[src/rtl/pgate_pkg.sv]
package pgate_pkg;
    localparam int ADDR_W    = 3;
    localparam int DATA_W    = 32;
    localparam int ID_W      = 5;
    localparam int START_BIT = 8;

    localparam int PID_GFX  = 1;
    localparam int PID_VDEC = 3;
    localparam int PID_PCIE = 4;

    typedef enum logic [ADDR_W-1:0] {
        REG_TOGGLE     = 3'd0,
        REG_CLAMP_REL  = 3'd1,
        REG_GFX_CLAMP  = 3'd2,
        REG_PWR_STAT   = 3'd3,
        REG_CLAMP_STAT = 3'd4
    } reg_addr_e;

    typedef struct packed {
        logic            valid;
        logic [ID_W-1:0] id;
    } toggle_cmd_t;

    typedef struct packed {
        logic              rel_valid;
        logic [DATA_W-1:0] mask;
        logic              gfx_valid;
        logic              gfx_release;
    } clamp_cmd_t;

    // Mask bit that releases partition pid.
    function automatic int mask_src(input int pid, input bit legacy);
        if (legacy && pid == PID_VDEC) return PID_PCIE;
        if (legacy && pid == PID_PCIE) return PID_VDEC;
        return pid;
    endfunction
endpackage

[src/rtl/pgate_decode.sv]
module pgate_decode
    import pgate_pkg::*;
#(
    parameter int NUM_PART = 8
) (
    input  logic              wr_en,
    input  logic [ADDR_W-1:0] wr_addr,
    input  logic [DATA_W-1:0] wr_data,
    output toggle_cmd_t       tgl_cmd,
    output clamp_cmd_t        clp_cmd
);
    localparam logic [ID_W:0] ID_LIMIT = (ID_W+1)'(NUM_PART);

    logic [ID_W-1:0] id_field;
    logic            id_ok;

    assign id_field = wr_data[ID_W-1:0];
    assign id_ok    = {1'b0, id_field} < ID_LIMIT;

    always_comb begin
        tgl_cmd.valid = wr_en && (reg_addr_e'(wr_addr) == REG_TOGGLE)
                        && wr_data[START_BIT] && id_ok;
        tgl_cmd.id    = id_field;

        clp_cmd.rel_valid   = wr_en && (reg_addr_e'(wr_addr) == REG_CLAMP_REL);
        clp_cmd.mask        = wr_data;
        clp_cmd.gfx_valid   = wr_en && (reg_addr_e'(wr_addr) == REG_GFX_CLAMP);
        clp_cmd.gfx_release = (wr_data == '0);
    end
endmodule

[src/rtl/pgate_power.sv]
module pgate_power
    import pgate_pkg::*;
#(
    parameter int NUM_PART = 8
) (
    input  logic                clk,
    input  logic                rst,
    input  toggle_cmd_t         tgl_cmd,
    output logic [NUM_PART-1:0] pwr_q,
    output logic [NUM_PART-1:0] off_evt
);
    logic [NUM_PART-1:0] sel;

    always_comb begin
        sel = '0;
        if (tgl_cmd.valid) sel[tgl_cmd.id] = 1'b1;
    end

    // Partitions that are powered and about to flip off.
    assign off_evt = sel & pwr_q;

    always_ff @(posedge clk) begin
        if (rst) pwr_q <= '0;
        else     pwr_q <= pwr_q ^ sel;
    end
endmodule

[src/rtl/pgate_clamp.sv]
module pgate_clamp
    import pgate_pkg::*;
#(
    parameter int NUM_PART      = 8,
    parameter bit GFX_OWN_CLAMP = 1'b0
) (
    input  logic                clk,
    input  logic                rst,
    input  clamp_cmd_t          clp_cmd,
    input  logic [NUM_PART-1:0] off_evt,
    output logic [NUM_PART-1:0] clamp_q
);
    for (genvar p = 0; p < NUM_PART; p++) begin : g_part
        if (GFX_OWN_CLAMP && p == PID_GFX) begin : g_gfx
            always_ff @(posedge clk) begin
                if (rst)                    clamp_q[p] <= 1'b1;
                else if (off_evt[p])        clamp_q[p] <= 1'b1;
                else if (clp_cmd.gfx_valid) clamp_q[p] <= !clp_cmd.gfx_release;
            end
        end else begin : g_mask
            localparam int SRC = mask_src(p, !GFX_OWN_CLAMP);
            always_ff @(posedge clk) begin
                if (rst)                clamp_q[p] <= 1'b1;
                else if (off_evt[p])    clamp_q[p] <= 1'b1;
                else if (clp_cmd.rel_valid && clp_cmd.mask[SRC])
                                        clamp_q[p] <= 1'b0;
            end
        end
    end
endmodule

[src/rtl/pgate_ctrl.sv]
module pgate_ctrl
    import pgate_pkg::*;
#(
    parameter int NUM_PART      = 8,
    parameter bit GFX_OWN_CLAMP = 1'b0
) (
    input  logic                clk,
    input  logic                rst,
    input  logic                wr_en,
    input  logic [2:0]          wr_addr,
    input  logic [31:0]         wr_data,
    input  logic [2:0]          rd_addr,
    output logic [31:0]         rd_data,
    output logic [NUM_PART-1:0] pwr_en,
    output logic [NUM_PART-1:0] clamp_en
);
    toggle_cmd_t         tgl_cmd;
    clamp_cmd_t          clp_cmd;
    logic [NUM_PART-1:0] off_evt;

    pgate_decode #(.NUM_PART(NUM_PART)) u_decode (
        .wr_en   (wr_en),
        .wr_addr (wr_addr),
        .wr_data (wr_data),
        .tgl_cmd (tgl_cmd),
        .clp_cmd (clp_cmd)
    );

    pgate_power #(.NUM_PART(NUM_PART)) u_power (
        .clk     (clk),
        .rst     (rst),
        .tgl_cmd (tgl_cmd),
        .pwr_q   (pwr_en),
        .off_evt (off_evt)
    );

    pgate_clamp #(.NUM_PART(NUM_PART), .GFX_OWN_CLAMP(GFX_OWN_CLAMP)) u_clamp (
        .clk     (clk),
        .rst     (rst),
        .clp_cmd (clp_cmd),
        .off_evt (off_evt),
        .clamp_q (clamp_en)
    );

    always_comb begin
        case (reg_addr_e'(rd_addr))
            REG_PWR_STAT:   rd_data = 32'(pwr_en);
            REG_CLAMP_STAT: rd_data = 32'(clamp_en);
            default:        rd_data = '0;
        endcase
    end
endmodule

[config.mk]
export PLATFORM = sky130hd
export DESIGN_NAME = pgate_ctrl
export DESIGN_NICKNAME = d
export VERILOG_FILES = /design/src/rtl/pgate_pkg.sv /design/src/rtl/pgate_decode.sv /design/src/rtl/pgate_power.sv /design/src/rtl/pgate_clamp.sv /design/src/rtl/pgate_ctrl.sv
export SDC_FILE = /design/constraint.sdc
export NUM_CORES = 1
export LEC_CHECK = 0
export BUFFER_PORTS_ARGS = -buffer_cell sky130_fd_sc_hd__buf_2
export CORE_ASPECT_RATIO = 0.8
export CORE_UTILIZATION = 33
export DETAILED_ROUTE_END_ITERATION = 10
export GPL_TIMING_DRIVEN = 0
export HOLD_SLACK_MARGIN = 0.05
export PLACE_DENSITY = 0.8
export SLEW_MARGIN = 20
export SYNTH_ARGS = -nofsm -noshare
export SYNTH_HDL_FRONTEND = slang
export SYNTH_SLANG_ARGS = --single-unit
[constraint.sdc]
create_clock -name clk -period 1.7 [get_ports clk]
set_input_delay 0.255 -clock clk [delete_from_list [all_inputs] [get_ports clk]]
set_output_delay 0.255 -clock clk [all_outputs]
set_load 0.01 [all_outputs]
* Word-level counts from Yosys, hierarchy flattened
Cells that the tools add are included.
Cells by class: $lt $le $gt $ge 3, equality and inequality tests 3, div/mod/pow operators 0, $mul 0, add/sub/neg operators 0, reductions and logical operators 22, shift-type cells 0, bitwise gates (word level) 2, muxes and demuxes 4
Operators with widths (number):
- $pmux W8 S2 | 1
- $reduce_or A2 Y1 | 8
- $logic_and A1 B1 Y1 | 13
- $lt A5 B4 Y1 const B | 2
- $and A8 B8 Y8 | 1
- $mux W8 | 1
- $xor A8 B8 Y8 | 1
- $ge A5 B1 Y1 const B | 1
- $demux W1 S3 | 1
- $eq A3 B1 Y1 const B | 1
- $eq A3 B2 Y1 const B | 1
- $eq A3 B3 Y1 const B | 1
- $logic_not A3 Y1 | 1
- $mux W1 | 1
Storage, ports and cells: output and inout bits 48, register bits 16, input port bits 41, bits in latches 0, memory bits (read-only) 0, memories 0, bits in writable memories 0, word-level logic and storage cells 43

* Depth between registers and ports, before layout
Gate-level depths: netlist of the first run.
depth in word-level cells 7, mapped depth 6, gate-level depth less buffers 5

* Cells and area by module
A second synthesis of the first run with hierarchy kept.
Second synthesis, totals: cells, all modules 152, area total of the unflattened synthesis 1346.3 sq um
By module, submodules not included:
- pgate_power | instances 1, cells an instance 38, area each 392.9 sq um, sequential area each 160.2 sq um
- pgate_decode | instances 1, cells an instance 52, area each 389.1 sq um, sequential area each 0.0 sq um
- pgate_ctrl | instances 1, cells an instance 36, area each 292.8 sq um, sequential area each 0.0 sq um
- pgate_clamp | instances 1, cells an instance 26, area each 271.5 sq um, sequential area each 160.2 sq um

* Worst setup path after synthesis of the first run
OpenSTA, ideal clock, no wires.
kind input-to-reg, start point input port wr_data[3], end point register u_power.pwr_q[6], path buffers 1, library setup time 128 ps, arrival time 1541 ps, required time 1572 ps, stages on the path 5, setup slack 31 ps, cell sequence or4b_1 > buf_2 > nor4_1 > ha_1 > nor2b_1
Between the ends: word-level cells in the longest chain between the ends 6, elaborated cells on any way between the ends 9, those cells by class order compare: 3; mux: 3; bitwise: 1; reduce/logical: 2
Ends and longest elaborated chain:
- start, declared | line pgate_ctrl.sv:11 | input logic [31:0] wr_data,
- $ge A5 B1 Y1 (implied by the code) / $lt A5 B4 Y1 (equally long branches) | line pgate_power.sv:16, pgate_decode.sv:18
- $logic_and A1 B1 Y1 (implied by the code) | line pgate_power.sv:16 | if (tgl_cmd.valid) sel[tgl_cmd.id] = 1'b1;
- $mux W1 (implied by the code) | line pgate_power.sv:16
- $demux W1 S3
- $mux W8 * | line pgate_power.sv:16
- $xor A8 B8 Y8 * | line pgate_power.sv:24 | else pwr_q <= pwr_q ^ sel;
- end signal, assigned | line pgate_power.sv:24
- end, declared | line pgate_power.sv:9 | output logic [NUM_PART-1:0] pwr_q,
Every way passes the cells marked *; elsewhere a longest branch is shown, timed or not. A chain may end at the register's enable or synchronous reset.

* Worst setup path in the final report of the first run
start point input port wr_addr[1], end point register u_power.pwr_q[2]
Between the ends: word-level cells in the longest chain between the ends 6
Ends and longest elaborated chain:
- start, declared | line pgate_ctrl.sv:10 | input logic [2:0] wr_addr,
- $logic_not A3 Y1 | line pgate_decode.sv:21 | tgl_cmd.valid = wr_en && (reg_addr_e'(wr_addr) == REG_TOGGLE)
- $logic_and A1 B1 Y1 | line pgate_decode.sv:21
- $logic_and A1 B1 Y1 (2 in a row) | line pgate_decode.sv:22 | && wr_data[START_BIT] && id_ok;
- $mux W8 | line pgate_power.sv:16
- $xor A8 B8 Y8 | line pgate_power.sv:24
Every way passes these cells.

==> results of run 1 <==
-- metal layers --
layer	up-vias	GRT usage	part of all wire
li1	495	-	-
met1	426	0.185	0.45
met2	35	0.246	0.46
met3	4	0.0580	0.078
met4	0	0.0341	0.0080
met5	-	0	0
-- worst register-to-register path: cells and delay by family (launching register included) --
kind | cells | cell delay (ns)
and+or+nand+nor | 1 | 0.17
DFF | 1 | 0.32
adders and majority gates | 1 | 0.21
AOI/OAI and AO/OA | 1 | 0.05
-- worst max-delay path by stage --
stage	end	slack (ns)	cells past startpoint
after global routing	u_clamp.clamp_q[0]	-0.09	7
after floorplan	u_power.pwr_q[6]	0.03	5
after CTS	u_power.pwr_q[2]	0.03	6
after detailed placement	u_power.pwr_q[7]	-0.28	6
after global placement	u_power.pwr_q[5]	-0.24	6
final	u_power.pwr_q[2]	0.003	6
-- registers in the layout, summed over array words and instances, names as in the netlist --
name             cells
u_clamp.clamp_q      8
u_power.pwr_q        8
-- cells in the mapped netlist --
master                     count  area share
sky130_fd_sc_hd__a22o_1        8       0.070
sky130_fd_sc_hd__a31oi_1       8       0.050
sky130_fd_sc_hd__and3b_1       1      0.0088
sky130_fd_sc_hd__buf_2         1      0.0050
sky130_fd_sc_hd__buf_4        24        0.18
sky130_fd_sc_hd__clkbuf_1      5       0.019
sky130_fd_sc_hd__conb_1        1      0.0038
sky130_fd_sc_hd__dfxtp_1      16        0.32
sky130_fd_sc_hd__ha_1          8        0.10
sky130_fd_sc_hd__inv_1         1      0.0038
sky130_fd_sc_hd__nand2_1       1      0.0038
sky130_fd_sc_hd__nand2b_1      2       0.013
sky130_fd_sc_hd__nor2_1        8       0.030
sky130_fd_sc_hd__nor2b_1       8       0.050
sky130_fd_sc_hd__nor3_1        8       0.040
sky130_fd_sc_hd__nor3b_2       1       0.013
sky130_fd_sc_hd__nor4_1        8       0.050
sky130_fd_sc_hd__nor4bb_1      1       0.010
sky130_fd_sc_hd__or2_2         1      0.0063
sky130_fd_sc_hd__or3b_2        1      0.0088
sky130_fd_sc_hd__or4b_1        1       0.010
-- what timing repair did --
item / CTS / global route
endpoints found under the setup margin: 1 / 9
resized for setup: 1 / 4
hold endpoints to repair: 0 / 0
-- power by group through the flow --
stage | combinational (W) | clock, W | sequential [W]
3_5_place_dp | 0.000157 | 0 | 0.000391
6_report | 0.000163 | 0.000330 | 0.000383
5_1_grt | 0.000179 | 0.000362 | 0.000383
2_1_floorplan | 0.000107 | 0 | 0.000393
4_1_cts | 0.000158 | 0.000340 | 0.000383
3_3_place_gp | 0.000155 | 0 | 0.000391
-- final cells by class --
cell class,count,share of cell area
Inverter,1,0.00264
Tap cell,38,0.0335
Multi-Input combinational cell,89,0.411
Clock buffer,4,0.0388
Buffer,30,0.144
Sequential cell,16,0.226
Timing Repair Buffer,41,0.144
-- per-stage QoR --
step           std cells  area [µm²]
4_1_cts              219        1400
3_5_place_dp         215        1330
6_report             219        1420
3_3_place_gp         215        1330
2_1_floorplan        136        1080
5_1_grt              219        1420
-- cell families (layout without fill, tap and decap cells) --
group / Yosys count / in the layout
compound gates: 16 / 16
fa+ha+maj: 8 / 8
buf+inv: 31 / 76
flops: 16 / 16
other cells: 1 / 24
simple gates: 41 / 41
==> impl_summary.md, run 1 <==
Outcome
The run finished with clean final reports.

Global route
The total global routing overflow is 0. The overall fraction of global-route tracks in use is 0.150. The via count of the first global-routing pass is 809. The initial antenna violation count is 0. The first global-routing pass estimated 3680 µm of wire.

Entering global routing, the biggest net connects 11 pins.

Die
The die is between 50 and 60 µm tall. The effective utilization at floorplan is 0.354. The initialized floorplan defines 17 standard-cell rows. In this run the horizontal extent of the chip is 63.4 µm. The number of top-level pins is just under 90.

The core box area is between 2000 and 3000 µm². The die footprint is 3240 µm².

Pwr
The post-layout total power is 0.000876 W. The share of total power dissipated in sequential elements is 0.437. The internal power of the cells totals ~0.00066 W. The total leakage power is roughly 0.75 nW. The power density of the placed cells is 617 nW/µm².

Summed over all nets, the switching power comes to 0.000214 W. IR analysis of the VDD net gives a maximum drop of 328 µV. Of the total power, the share spent switching nets is 0.245. Of the total power, the clock network draws 0.377. Of the total power, combinational logic draws 0.186.

Layout
The number of antenna diodes in the final layout is 0. After filler insertion, the fill cell instance count of the layout stands at 284. Measured on the finished design, the core utilization comes to 0.506. The final layout contains approximately 230 nets. The fraction of final layout cells with drive strength greater than 1 is 0.431. The multi-input gate area in the final layout is 584 µm².

From synthesis to final layout, the design area changed by 42.8%. In the layout the commonest cells are sky130_fd_sc_hd__buf_2 (42), sky130_fd_sc_hd__buf_4 (24), sky130_fd_sc_hd__conb_1 (24). The sequential cell area in the final layout is between 300 and 400 µm².

The commonest non-fill, non-tap cell in the layout is sky130_fd_sc_hd__buf_2.

Worst setup path
The maximum fanout along the worst path is 8. The cell at the slowest stage of the critical path is sky130_fd_sc_hd__or3b_2. The category of the worst setup path capture point is a flop. The delay of the slowest critical-path stage is 0.45 ns. In this run the critical register-to-register path is launched from u_power.pwr_q[0]. Data arrives at the worst endpoint at 1.82 ns. Measured in cells, the most critical reg-to-reg path has a length of 3. The worst setup path category is input port to flop. In this run the critical register-to-register path is captured at u_clamp.clamp_q[0]. Walking the worst path, the cells encountered are buf_2 -> or3b_2 -> clkbuf_1 -> nor4_1 -> ha_1 -> nor2b_1. The number of buffers and inverters on the critical path is 2.

In this run the worst setup path begins at wr_addr[1]. The category of the worst setup path launch point is an input port. On the critical path the largest part of the delay comes from simple AND/OR/NAND/NOR gates. The worst setup slack for register-to-register paths is 0.82 ns.

The data required time at the worst endpoint is 1.82 ns.

Worst hold path
The worst hold path terminates at u_clamp.clamp_q[7]. The class of the tightest hold or removal check is input port to flop. Counting instances, the worst hold path has a depth of 2.

The startpoint identified for the worst hold timing path is wr_data[7].

Logic synthesis
Of the total synthesized cell area, the portion taken by XOR and XNOR cells is 0. Of the synthesized area, sequential elements account for 0.322. Synthesis produced a netlist whose cell count is 113. The synthesized area per cell is 8.80 µm². The netlist area before placement is approximately 1000 µm². The number of synthesized register bits is 16.

The simple-gate share of the synthesized area is 0.244. The multiplexer share of the synthesized area is 0. The synthesized-area fraction occupied by ao, oa, aoi and oai cells is 0.121.

The synthesized netlist contains 21 unique library cells. By area, the combinational part of the netlist is dominated by simple AND/OR/NAND/NOR gates. The Yosys step of the flow raised 0 warnings. Of the total synthesized cell area, the portion taken by full adders, half adders and majority gates is 0.101.

Drt
The routed via count divided by cell count is 4.38. The total number of vias is 960. The total DRC errors in the routed layout is 0. The first routing iteration left 17 violations.

The remaining antenna violation count is 0. The total wirelength of the detailed-routed design is between 2000 and 2500 µm. The number of detailed-route iterations in the first pass is 4. The average wire per standard cell is 10.8 µm.

STA
Setup repair after global routing could not meet its margin everywhere. The worst-case clock skew is 0.000508 ns. The number of failing hold endpoints at the final stage is 0. The final sum of negative setup slack is 0 ns.

Across all setup checks in the final design, the least slack found is between 0.003 and 0.004 ns. The tightest hold path in the finished design has a slack of 0.192 ns. The final critical-path required period is 1.70 ns.

Measured against its own limit, the worst slew margin works out to 0.583. The slew of the pin with the lowest slew margin is 0.622 ns. The final critical-path share of the clock period is 0.998. The count of pins over their slew limit is 0. The achievable clock frequency is 589 MHz. The number of setup violations in the final report is 0.

CTS
The clock sink total is 16. In this run the deepest clock path goes through 2 buffers. Clock-pin slew was measured on the worst setup and hold paths at 0.06 ns. TritonCTS created 3 clock buffers. The number of buffers inserted for hold repair after clock tree synthesis is 0. At the later pin of the worst-skew pair, clock insertion delay measures between 0.2 and 0.25 ns. In this run the number of H-tree levels came out at 1. TritonCTS built the clock tree. After clock tree synthesis, the setup repair step added 0 buffers. The library cell used as clock root buffer is sky130_fd_sc_hd__clkbuf_8.

Placed design
At the end of routability-driven placement, the weighted congestion stood at 0.832. The pre-CTS setup slack is -0.276 ns. The half-perimeter wire length after detailed placement is 1820 µm. Port buffering added 41 buffers.

Job
Max-cap violations in this run came to 0.
(Power assumes the default switching activity.)
==> run 2: changes to the inputs <==
- CORE_ASPECT_RATIO: 0.8 -> not set
- HOLD_SLACK_MARGIN: 0.05 -> not set
==> run 2 against run 1 <==
The flow now finishes with violations (DRC). Worst hold slack lost 0.052 ns. Die area hardly changed. Routed wire length down 4.7%. Register-to-register slack got worse by 0.03 ns. Via count decreased by 0.73%. Worst setup slack better by 0.067 ns. Largest power group unchanged. Total power down 9.4%.
==> impl_summary.md, run 2 (synthesized netlist as in run 1, its figures left out) <==
Die
The overall die width is 56.9 µm. The floorplan step defined a core boundary enclosing 2810 µm². The number of top-level pins is around 90.

The floorplan step set the die height to ~57 µm. The die covers 3240 µm². After floorplanning, the core was divided into 19 placement rows. The initial utilization of the core area, before any placement, comes to 0.355.

Worst setup path
The delay of the slowest critical-path stage is 0.50 ns. STA classifies the critical path startpoint as an input port. The worst setup path category is input port to flop.

In this run the worst path has a maximum fanout of 8. Data on the critical path is required at its endpoint by approximately 1.9 ns. The arrival time reported for the critical path endpoint is 1.80 ns. The cell at the slowest stage of the critical path is sky130_fd_sc_hd__or4b_1. STA classifies the critical path endpoint as a flop. The signal on the critical path passes through buf_2 -> or4b_1 -> buf_2 -> nor4_1 -> ha_1 -> nor2b_1. Counting both buffers and inverters, the worst setup path holds a total of 2. The cell with the most instances on the worst path is sky130_fd_sc_hd__buf_2. The kind of cell with the highest combined delay along the critical path is simple AND/OR/NAND/NOR gates.

Layout
The final net count is 231. The library cell used most frequently in the layout, excluding fill and tap cells, is sky130_fd_sc_hd__buf_2. At the end of the flow the core is filled with cells to 0.492. The filler-free cell count of the finished design is 212. Of the cells placed in the final design, the portion with a size suffix greater than 1 is 0.420. The largest registers in the layout are u_clamp.clamp_q x8, u_power.pwr_q x8.

The relative area change from synthesis to final layout is 38.7%. The library cells used most frequently in the layout, excluding fill and tap cells, are sky130_fd_sc_hd__buf_2 (42), sky130_fd_sc_hd__buf_4 (24), sky130_fd_sc_hd__conb_1 (24). 0 antenna diodes ended up in the layout.

Global route
The via count of the first global-routing pass is slightly below 800. The total global routing overflow is 0. The largest net degree at the start of global routing is 11.

In the global route stage, overall resource usage came out at 0.140. The met3 demand-to-capacity share in global routing is 0.0461. The most heavily used metal layer in global routing is met2. For this run, global-route usage on met1 was measured as 0.173. The initial antenna violation count is 0. The first global-routing pass estimated 3550 µm of wire. For this run, global-route usage on met2 was measured as 0.242.

Placed design
The placer's final routability congestion estimate is 0.815. Detailed placement ended at an HPWL of 1760 µm. The placed instance count is between 200 and 250. The number of buffers added on ports is 41.

Pwr
For this design the ratio of total power to cell area is 575 nW/µm². The total leakage power is around 0.74 nW. IR analysis of the VDD net gives a maximum drop of approximately 340 µV.

STA
The number of failing hold endpoints at the final stage is 0. On the final layout, the worst clock skew is a little under 0.004 ns. The count of pins over their slew limit was 0. At the pin with the least slew margin, the transition time is roughly 0.66 ns. Derived from the worst setup path, the maximum achievable clock frequency is between 600 and 700 MHz. The number of setup violations in the final report is 0. The worst path in the final design needs a cycle of 1.63 ns, including I/O delays and setup.

Dividing the final minimum period by the clock period gives 0.959. In this run the tightest slew margin relative to its limit is 0.561.

CTS
The later-pin clock latency in the skew report is 0.29 ns. The depth of the CTS H-tree is 1. The number of buffers created by CTS is 3. The post-CTS setup-driven buffer insertion count is 0. The cell sitting at the root of the clock tree is a sky130_fd_sc_hd__clkbuf_4. The maximum clock insertion buffer count is 2.

Clock-pin slew was measured on the worst setup and hold paths at 0.09 ns. The clock sink total is 16. The TritonCTS clock tree is done.

Outcome
The checks that failed: DRC. The run finished, with violations left.

Drt
The number of detailed-route iterations in the first pass is 7. In this run the remaining antenna-violating nets after routing total 0. For this block, the initial DRC count from the detailed router was 28.

After detailed routing, the average wire length per cell comes to ~11 µm. The total DRC errors in the routed layout is 8. The routed via count divided by cell count is between 4 and 5.

After detailed routing, the total wire length is 2260 µm. The total number of vias is between 900 and 1k.

Worst hold path
The class of the tightest hold or removal check is input port to flop.

Job
The number of maximum-capacitance violations is 0.
run 2: cell counts in the layout (fill, tap and decap cells not counted):
No cell type changed its count.
run 2: area by class of cell:
cell class                      count  area [µm²]
Fill cell                         294        1430
Multi-Input combinational cell     89         572
Sequential cell                    16         320
Timing Repair Buffer               41         205
Buffer                             30         204
Tap cell                           31        38.8
Clock buffer                        4        36.3
Inverter                            1        3.75
run 2: layer usage:
layer  vias to the layer above  wire length [µm]
met5                         -                 0
met4                         0                 0
met3                         0               176
met2                        37              1110
met1                       419               974
li1                        497                 -
run 2: path summary, 6_finish.rpt:
path / startpoint / to / slack [ns] / cells past startpoint
worst max-delay path: wr_data[3] / u_power.pwr_q[7] / 0.07 / 6
worst min-delay path: wr_data[7] / u_clamp.clamp_q[7] / 0.14 / 2
worst max register to register: u_power.pwr_q[0] / u_clamp.clamp_q[0] / 0.79 / 3
worst min register to register: u_clamp.clamp_q[3] / u_clamp.clamp_q[3] / 0.56 / 2
run 2: through the flow:
stage          hold WS (ns)  area, µm²  setup slack [ns]  power (W)  setup TNS (ns)
2_1_floorplan         0.362       1080            0.0307   0.000500               0
3_3_place_gp          0.446       1330            -0.193   0.000546           -2.34
3_5_place_dp          0.449       1330            -0.278   0.000547           -2.89
4_1_cts               0.136       1360            0.0461   0.000798               0
5_1_grt               0.139       1380          -0.00576   0.000829        -0.00576
6_report              0.140       1380            0.0704   0.000794               0
run 2: what timing repair did:
item	4_1_cts	5_1_grt
resized for setup	0	3
hold buffers	0	0
hold endpoints to repair	0	0
endpoints found under the setup margin	0	4
run 2: report_power, final:
group / total [W] / internal [W] / switching [W] / leakage (nW)
Combinational: 0.000161 / 0.0000766 / 0.0000840 / 0.590
Clock: 0.000251 / 0.000130 / 0.000121 / 0.0210
Sequential: 0.000382 / 0.000379 / 0.00000325 / 0.130
Total: 0.000794 / 0.000586 / 0.000208 / 0.741
